## config.mk

```make
export PLATFORM = sky130hd
export DESIGN_NAME = brg_err_irq
export DESIGN_NICKNAME = d
export VERILOG_FILES = /design/src/rtl/brg_err_pkg.sv /design/src/rtl/brg_err_sticky.sv /design/src/rtl/brg_err_regs.sv /design/src/rtl/brg_err_rdresp.sv /design/src/rtl/brg_err_irq.sv
export SDC_FILE = /design/constraint.sdc
export NUM_CORES = 1
export LEC_CHECK = 0
export BUFFER_PORTS_ARGS = -buffer_cell sky130_fd_sc_hd__clkbuf_2
export CORE_UTILIZATION = 30
export CTS_BUF_LIST = sky130_fd_sc_hd__clkbuf_8 sky130_fd_sc_hd__clkbuf_16
export DETAILED_ROUTE_END_ITERATION = 8
export GPL_TIMING_DRIVEN = 0
export MAX_ROUTING_LAYER = met4
export PLACE_DENSITY_LB_ADDON = 0.08
export REMOVE_ABC_BUFFERS = 1
export SYNTH_ARGS = -nofsm -noshare
export SYNTH_HDL_FRONTEND = slang
export SYNTH_SLANG_ARGS = --single-unit
export TNS_END_PERCENT = 5
```

## constraint.sdc

```tcl
create_clock -name clk -period 1.8 [get_ports clk]
set_input_delay 0.36 -clock clk [delete_from_list [all_inputs] [get_ports clk]]
set_output_delay 0.36 -clock clk [all_outputs]
set_load 0.005 [all_outputs]
```

## src/rtl/brg_err_pkg.sv

```systemverilog
package brg_err_pkg;
  localparam int SRC_N  = 11;
  localparam int REG_W  = 32;
  localparam int ADDR_W = 2;

  // register addresses
  localparam logic [ADDR_W-1:0] A_STS  = 2'd0;
  localparam logic [ADDR_W-1:0] A_ENA  = 2'd1;
  localparam logic [ADDR_W-1:0] A_CFG  = 2'd2;
  localparam logic [ADDR_W-1:0] A_RSVD = 2'd3;

  // error source bit positions
  typedef enum int {
    SRC_TRDY_TO   = 0,
    SRC_RETRY_TO  = 1,
    SRC_BROKEN_M  = 2,
    SRC_M_DPAR    = 3,
    SRC_M_PAR     = 4,
    SRC_M_FATAL   = 5,
    SRC_PAR_DET   = 6,
    SRC_SERR_SIG  = 7,
    SRC_T_PERR    = 8,
    SRC_T_IBERR   = 9,
    SRC_SERR_SEEN = 10
  } err_src_e;

  localparam int CFG_RESP_BIT = 0;
endpackage

```

## src/rtl/brg_err_sticky.sv

```systemverilog
module brg_err_sticky #(
  parameter int SRC_N = brg_err_pkg::SRC_N
) (
  input  logic             clk,
  input  logic             rst,
  input  logic [SRC_N-1:0] evt,
  input  logic [SRC_N-1:0] clr,
  output logic [SRC_N-1:0] sts_d,
  output logic [SRC_N-1:0] sts_q
);
  for (genvar g = 0; g < SRC_N; g++) begin : g_bit
    // a new event outranks a clear in the same cycle
    always_comb sts_d[g] = evt[g] | (sts_q[g] & ~clr[g]);

    always_ff @(posedge clk) begin
      if (rst) sts_q[g] <= 1'b0;
      else     sts_q[g] <= sts_d[g];
    end


    evt_sets_chk: assert property (@(posedge clk) disable iff (rst)
      evt[g] |=> sts_q[g]);

    sticky_hold_chk: assert property (@(posedge clk) disable iff (rst)
      (sts_q[g] && !clr[g]) |=> sts_q[g]);

    w1c_clear_chk: assert property (@(posedge clk) disable iff (rst)
      (clr[g] && !evt[g]) |=> !sts_q[g]);
  end
endmodule

```

## src/rtl/brg_err_regs.sv

```systemverilog
module brg_err_regs #(
  parameter int SRC_N  = brg_err_pkg::SRC_N,
  parameter int REG_W  = brg_err_pkg::REG_W,
  parameter int ADDR_W = brg_err_pkg::ADDR_W
) (
  input  logic              clk,
  input  logic              rst,
  input  logic              we,
  input  logic              re,
  input  logic [ADDR_W-1:0] addr,
  input  logic [REG_W-1:0]  wdata,
  input  logic [SRC_N-1:0]  sts_q,
  output logic [SRC_N-1:0]  clr,
  output logic [SRC_N-1:0]  ena_d,
  output logic [SRC_N-1:0]  ena_q,
  output logic              resp_en,
  output logic [REG_W-1:0]  rdata
);
  import brg_err_pkg::*;

  localparam int PAD_W = REG_W - SRC_N;

  logic wr_sts, wr_ena, wr_cfg;

  always_comb begin
    wr_sts = we && (addr == A_STS);
    wr_ena = we && (addr == A_ENA);
    wr_cfg = we && (addr == A_CFG);
    clr    = wr_sts ? wdata[SRC_N-1:0] : '0;
    ena_d  = wr_ena ? wdata[SRC_N-1:0] : ena_q;
  end

  always_ff @(posedge clk) begin
    if (rst) begin
      ena_q   <= '0;
      resp_en <= 1'b1;
    end else begin
      ena_q <= ena_d;
      if (wr_cfg) resp_en <= wdata[CFG_RESP_BIT];
    end
  end

  always_ff @(posedge clk) begin
    if (rst) begin
      rdata <= '0;
    end else if (re) begin
      case (addr)
        A_STS:   rdata <= {{PAD_W{1'b0}}, sts_q};
        A_ENA:   rdata <= {{PAD_W{1'b0}}, ena_q};
        A_CFG:   rdata <= {{(REG_W-1){1'b0}}, resp_en};
        default: rdata <= '0;
      endcase
    end
  end


  ena_write_chk: assert property (@(posedge clk) disable iff (rst)
    wr_ena |=> (ena_q == $past(wdata[SRC_N-1:0])));

  rsvd_read_chk: assert property (@(posedge clk) disable iff (rst)
    (re && addr == A_RSVD) |=> (rdata == '0));

  upper_zero_chk: assert property (@(posedge clk) disable iff (rst)
    re |=> (rdata[REG_W-1:SRC_N] == '0));
endmodule

```

## src/rtl/brg_err_rdresp.sv

```systemverilog
module brg_err_rdresp #(
  parameter int DATA_W = brg_err_pkg::REG_W
) (
  input  logic              clk,
  input  logic              rst,
  input  logic              resp_en,
  input  logic              rd_done,
  input  logic              rd_err,
  input  logic [DATA_W-1:0] rd_data,
  output logic              rvalid,
  output logic [DATA_W-1:0] rdata,
  output logic              rerr
);
  always_ff @(posedge clk) begin
    if (rst) begin
      rvalid <= 1'b0;
      rdata  <= '0;
      rerr   <= 1'b0;
    end else begin
      rvalid <= rd_done;
      rerr   <= rd_done & rd_err & resp_en;
      rdata  <= (rd_done && !rd_err) ? rd_data : '0;
    end
  end


  clean_read_chk: assert property (@(posedge clk) disable iff (rst)
    (rd_done && !rd_err) |=> (rvalid && !rerr && rdata == $past(rd_data)));

  err_resp_chk: assert property (@(posedge clk) disable iff (rst)
    (rd_done && rd_err && resp_en) |=> (rvalid && rerr && rdata == '0));

  err_quiet_chk: assert property (@(posedge clk) disable iff (rst)
    (rd_done && rd_err && !resp_en) |=> (rvalid && !rerr && rdata == '0));
endmodule

```

## src/rtl/brg_err_irq.sv

```systemverilog
module brg_err_irq #(
  parameter int SRC_N  = brg_err_pkg::SRC_N,
  parameter int REG_W  = brg_err_pkg::REG_W,
  parameter int ADDR_W = brg_err_pkg::ADDR_W
) (
  input  logic              clk,
  input  logic              rst,
  input  logic [SRC_N-1:0]  err_evt,
  input  logic              reg_we,
  input  logic              reg_re,
  input  logic [ADDR_W-1:0] reg_addr,
  input  logic [REG_W-1:0]  reg_wdata,
  output logic [REG_W-1:0]  reg_rdata,
  input  logic              rd_done,
  input  logic              rd_err,
  input  logic [REG_W-1:0]  rd_data,
  output logic              ib_rvalid,
  output logic [REG_W-1:0]  ib_rdata,
  output logic              ib_rerr,
  output logic              irq
);
  logic [SRC_N-1:0] sts_d, sts_q, clr, ena_d, ena_q;
  logic             resp_en;

  brg_err_sticky #(.SRC_N(SRC_N)) u_sticky (
    .clk(clk), .rst(rst), .evt(err_evt), .clr(clr),
    .sts_d(sts_d), .sts_q(sts_q)
  );

  brg_err_regs #(.SRC_N(SRC_N), .REG_W(REG_W), .ADDR_W(ADDR_W)) u_regs (
    .clk(clk), .rst(rst), .we(reg_we), .re(reg_re), .addr(reg_addr),
    .wdata(reg_wdata), .sts_q(sts_q), .clr(clr), .ena_d(ena_d),
    .ena_q(ena_q), .resp_en(resp_en), .rdata(reg_rdata)
  );

  brg_err_rdresp #(.DATA_W(REG_W)) u_rdresp (
    .clk(clk), .rst(rst), .resp_en(resp_en), .rd_done(rd_done),
    .rd_err(rd_err), .rd_data(rd_data), .rvalid(ib_rvalid),
    .rdata(ib_rdata), .rerr(ib_rerr)
  );

  // registered from next-state values so irq moves with the registers
  always_ff @(posedge clk) begin
    if (rst) irq <= 1'b0;
    else     irq <= |(sts_d & ena_d);
  end


  irq_match_chk: assert property (@(posedge clk) disable iff (rst)
    irq == |(sts_q & ena_q));
endmodule

```

## Word-level counts from Yosys, hierarchy flattened

Cells that the tools add are included.

| storage, ports and cells | value |
|---|---|
| output and inout bits | 67 |
| input bits | 83 |
| word-level logic and storage cells | 68 |
| register bits after elaboration | 90 |

| cells by class | value |
|---|---|
| reduce and logical (&&, ||, !) cells | 8 |
| equality and inequality tests | 2 |
| bitwise gates (word level) | 37 |
| mux-type cells | 3 |

Operators by type and width:

| operator | count |
|---|---|
| $pmux 11 s3 | 1 |
| $mux 11 | 2 |
| $and 1x1->1 | 13 |
| $not 1->1 | 12 |
| $and 11x11->11 | 1 |
| $or 1x1->1 | 11 |
| $reduce_or 11->1 | 1 |
| $logic_and 1x1->1 | 4 |
| $eq 2x1->1 const B | 1 |
| $eq 2x2->1 const B | 1 |
| $logic_not 2->1 | 1 |
| $reduce_or 2->1 | 1 |
| $logic_not 1->1 | 1 |

## Longest topological paths before layout

| depth | value |
|---|---|
| depth in word-level cells | 8 |
| mapped depth | 7 |
| depth with buffers taken out | 5 |

## By module

Synthesis repeated with hierarchy kept, for this count alone.

| unflattened totals | value |
|---|---|
| cells, all modules | 269 |
| area total of the unflattened synthesis | 3,056.7 µm² |

Modules (own cells, without submodules):

| module | seq. area each (µm²) | cells an instance | instances | area each (µm²) |
|---|---|---|---|---|
| brg_err_regs | 460.4 | 128 | 1 | 1,288.7 |
| brg_err_rdresp | 680.7 | 77 | 1 | 1,129.8 |
| brg_err_sticky | 220.2 | 56 | 1 | 558.0 |
| brg_err_irq | 20.0 | 8 | 1 | 80.1 |

## Worst setup path before layout

No wires, ideal clock.

| timing | value |
|---|---|
| kind | input port to flip-flop |
| start | in reg_addr[1] |
| end | reg irq |
| arrival | 1,469 ps |
| setup time | 129 ps |
| path buffers | 1 |
| stages on the path | 6 |
| setup slack | 203 ps |
| cell sequence | clkbuf_1 or3b_4 o22ai_2 o22ai_1 nor4_1 a31oi_1 |

| on the way | value |
|---|---|
| longest elaborated chain between the ends | 8 |

RTL lines:

| element | RTL line | source |
|---|---|---|
| start, declared | brg_err_irq.sv:11 | `input logic [ADDR_W-1:0] reg_addr,` |
| $logic_not 2->1 | brg_err_regs.sv:26 | `wr_sts = we && (addr == A_STS);` |
| $logic_and 1x1->1 | brg_err_regs.sv:26 |  |
| $mux 11 | brg_err_regs.sv:29 | `clr = wr_sts ? wdata[SRC_N-1:0] : '0;` |
| $not 1->1 | brg_err_sticky.sv:13 | `always_comb sts_d[g] = evt[g] \| (sts_q[g] & ~clr[g]);` |
| $and 1x1->1 | brg_err_sticky.sv:13 |  |
| $or 1x1->1 | brg_err_sticky.sv:13 |  |
| $and 11x11->11 (*) | brg_err_irq.sv:45 | `else irq <= \|(sts_d & ena_d);` |
| $reduce_or 11->1 (*) | brg_err_irq.sv:45 |  |
| end signal, assigned | brg_err_irq.sv:45 |  |
| end, declared | brg_err_irq.sv:20 | `output logic irq` |

Every way passes the cells marked *; elsewhere a longest branch is shown, timed or not.
A chain may end at the register's enable or synchronous reset.

## Final worst setup path

| timing | value |
|---|---|
| start | in reg_addr[0] |
| end | reg irq |

The elaborated chain is that of the path after synthesis.

==> metrics.md <==
| Metric | Value |
|---|---|
| Worst-case clock skew | about 8.4 ps |
| Yosys warnings | 0 |
| Core Util, Final | 0.4097 |
| Initial Util | 0.3120 |
| Number of nets in the layout | 442 |
| Type of element launching the critical path | primary input |
| Clock transition at the registers of the reported paths | around 80 ps |
| Worst-margin pin slew | between 800 and 900 ps |
| Leakage power summed over all cells | between 1.5 and 2 nW |
| Crit-path cells | clkbuf_4, or3b_4, o22ai_2, o22ai_1, nor4_2, a31oi_1 |
| HPWL after detailed placement | between 3 and 4 mm |
| Cell type group with the largest total delay on the critical path | simple AND/OR/NAND/NOR gates |
| Routed via count divided by cell count | roughly 4.2 |
| Die area | around 9000 sq um |
| Vias in the first global route | 1866 |
| Cell at the root of the clock tree | sky130_fd_sc_hd__clkbuf_8 |
| Boundary Pins | 150 |
| Arrival time worst endpoint | 1800 ps |
| Number of routed nets with antenna violations | 0 |
| FILL cells | a little under 900 |
| Fin crit share | 0.8983 |
| Unrepaired setup endpoints after global routing | false |
| Number of synthesized register bits | 69 |
| Overall routed net length | roughly 5.6 mm |
| Depth of the worst hold-timing path | 2 |
| Largest area contributor in the netlist | sky130_fd_sc_hd__dfxtp_1 |
| Number of clock buffers inserted by TritonCTS | 9 |
| Maximum number of buffers from clock root to sink | 2 |
| Worst hold slack after final layout | ~220 ps |
| Synth area leaders | sky130_fd_sc_hd__dfxtp_1 54%, sky130_fd_sc_hd__and2_1 7.8%, sky130_fd_sc_hd__buf_4 6.1% |
| Worst Path Buf+Inv | 1 |
| Achievable clock frequency | 618.5 MHz |
| Critical path type | in2reg |
| Proportion of synthesized chip area in sequential cells | 0.5362 |
| Cell with the largest stage delay on the worst path | sky130_fd_sc_hd__or3b_4 |
| Antenna cells | 0 |
| Worst-Skew Late Latency | around 340 ps |
| Maxcap violations | 0 |
| Placement row count | 33 |
| Overall routing resource usage | 0.1329 |
| First-pass detailed-route iteration total | 3 |
| Global-route wire length before repair | ~8.6 mm |
| Core footprint | between 8000 and 9000 sq um |
| Pin count of the biggest net entering global routing | 37 |
| Final number of setup-violating endpoints | 0 |
| Die height | 94.67 um |
| Mean cell area of the mapped netlist | a little over 10 sq um |
| Final Hold Viols | 0 |
| Endpoint class of the critical path | flop |
| TritonCTS sink count | 69 |
| Area growth, synth to finish | 31.33% |
| Critical path fanouts, max | 20 |
| Synth unique cells | 28 |
| Number of port buffers | 107 |
| Largest stage delay, worst path | about 490 ps |
| Cell count after synthesis | approximately 250 |
| Stages on the worst setup path | 6 |
| Fraction of synthesized cell area taken by the top area cell type | 0.5362 |
| Worst EP required | about 2000 ps |
| Tmin final | ~1600 ps |
| Routed len/inst | roughly 12 um |
| CTS tree | done |
| Residual DRC | 0 |
| Die X | ~95 um |
| Slew margin rel. | 0.4360 |
| Worst Reg-to-Reg Cells | 4 |
| Initial antenna violation count | 0 |
| Power Density | 1017 nW/um^2 |
| Starting DRC count in detailed routing | 55 |
| Number of levels in the clock H-tree | 3 |
| Pins Over Slew Limit | 0 |
| Peak supply drop | roughly 430 uV |
| Worst min-delay path category | in2reg |
| Mapped cell area | around 2600 sq um |
| GR Overflow Total | 0 |
| Final GP Congestion | 0.6791 |
| Vias | 1966 |
| Ratio of cells with drive above 1 in the final layout | 0.3571 |
| Outcome | complete, no violations |
[flip-flops by register name, summed over array words and instances (netlist names)]
| register | cells |
|---|---|
| u_regs.rdata | 11 |
| u_regs.ena_q | 11 |
| irq | 1 |
| u_sticky.sts_q | 11 |
| u_rdresp.rerr | 1 |
| u_regs.resp_en | 1 |
| u_rdresp.rdata | 32 |
| u_rdresp.rvalid | 1 |
[through the flow]
step / setup slack, ps / power [W] / instances / TNS [ps] / instance area (sq um)
floorplan: 232.2 / 0.001767 / 240 / 0 / 2435
global placement: -1029 / 0.001923 / 452 / -32520 / 3102
detailed placement: -524.0 / 0.001927 / 453 / -530.8 / 3119
CTS: 123.8 / 0.003503 / 469 / 0 / 3377
global route: 64.41 / 0.003603 / 469 / 0 / 3383
finish: 183.1 / 0.003440 / 469 / 0 / 3383
[cells in the mapped netlist]
library cell and count:
sky130_fd_sc_hd__dfxtp_1 69, sky130_fd_sc_hd__nor2_1 33, sky130_fd_sc_hd__and2_1 32, sky130_fd_sc_hd__buf_4 21, sky130_fd_sc_hd__a21oi_1 17, sky130_fd_sc_hd__mux2i_1 13
sky130_fd_sc_hd__nor2b_1 13, sky130_fd_sc_hd__clkbuf_1 10, sky130_fd_sc_hd__mux2_1 10, sky130_fd_sc_hd__o22ai_1 6, sky130_fd_sc_hd__nand2b_1 5, sky130_fd_sc_hd__nand4bb_1 4
sky130_fd_sc_hd__nand2_1 3, sky130_fd_sc_hd__buf_2 2, sky130_fd_sc_hd__nand3b_1 2, sky130_fd_sc_hd__o22ai_2 2, sky130_fd_sc_hd__a31oi_1 1, sky130_fd_sc_hd__and3_1 1
sky130_fd_sc_hd__buf_6 1, sky130_fd_sc_hd__conb_1 1, sky130_fd_sc_hd__nand3b_2 1, sky130_fd_sc_hd__nor3b_1 1, sky130_fd_sc_hd__nor4_1 1, sky130_fd_sc_hd__o211ai_1 1
sky130_fd_sc_hd__o21ai_1 1, sky130_fd_sc_hd__o22a_1 1, sky130_fd_sc_hd__or2_1 1, sky130_fd_sc_hd__or3b_4 1
[worst reg2reg max path, cell delays in order (launching register included)]
cell,delay (ps)
sky130_fd_sc_hd__dfxtp_1,310
sky130_fd_sc_hd__a21oi_1,180
sky130_fd_sc_hd__o22ai_1,150
sky130_fd_sc_hd__nor4_2,330
sky130_fd_sc_hd__a31oi_1,120
[final timing paths]
path / slack, ps / startpoint / to
setup / recovery: 180 / reg_addr[0] / irq
hold / removal: 220 / rd_data[15] / u_rdresp.rdata[15]
setup reg to reg: 570 / u_sticky.sts_q[1] / irq
hold reg to reg: 500 / u_sticky.sts_q[4] / u_sticky.sts_q[4]
[where the power goes]
| group | total [W] | switching (W) | internal [W] |
|---|---|---|---|
| clock network | 0.00155 | 0.000622 | 0.000927 |
| logic | 0.000285 | 0.000142 | 0.000143 |
| registers | 0.00161 | 0.0000221 | 0.00158 |
| total | 0.00344 | 0.000786 | 0.00265 |
[timing repair]
item / CTS / global route
hold buffers: 0 / 0
buffers inserted: 0 / 0
setup endpoints to repair: 1 / 1
gates cloned: 0 / 0
resized for setup: 2 / 1
[logic make-up after synthesis]
| logic type | Yosys count | share of synthesized area |
|---|---|---|
| buffers and inverters | 34 | 0.08402 |
| AND/OR/NAND/NOR | 98 | 0.2161 |
| flip-flops | 69 | 0.5362 |
| other | 1 | 0.001456 |
| AO/OA/AOI/OAI | 29 | 0.06799 |
| multiplexers | 23 | 0.09422 |
[area by class of cell]
class,instances,area [sq um],share of cell area
multi-input cells,171,1071,0.3166
clock inverters,7,122.6,0.03624
well taps,105,131.4,0.03883
repair buffers,108,553.0,0.1635
flip-flops and latches,69,1381,0.4083
clock buffers,9,123.9,0.03661
[cells in the final DEF (no fill, tap or decap), drive strengths merged]
cell	netlist	layout
o21ai	1	1
nand2	3	3
nand2b	5	5
nor2b	13	13
buf	24	1
o211ai	1	1
nand4bb	4	4
and3	1	1
nor2	33	33
a31oi	1	1
or3b	1	1
clkinv	0	1
and2	32	32
mux2	10	10
clkinvlp	0	2
nor4	1	1
or2	1	1
clkbuf	10	116
a21oi	17	17
conb	1	21
o22a	1	1
nor3b	1	1
dfxtp	69	69
o22ai	8	8
inv	0	1
bufinv	0	3
mux2i	13	13
nand3b	3	3
[per-layer routing]
layer,vias up,share of wire,GRT usage
li1,1005,-,-
met1,872,0.44,0.1609
met2,84,0.45,0.1948
met3,5,0.093,0.04750
met4,0,0.012,0.06439
met5,-,0,-
Note: power is estimated with default switching activity, not from simulation.
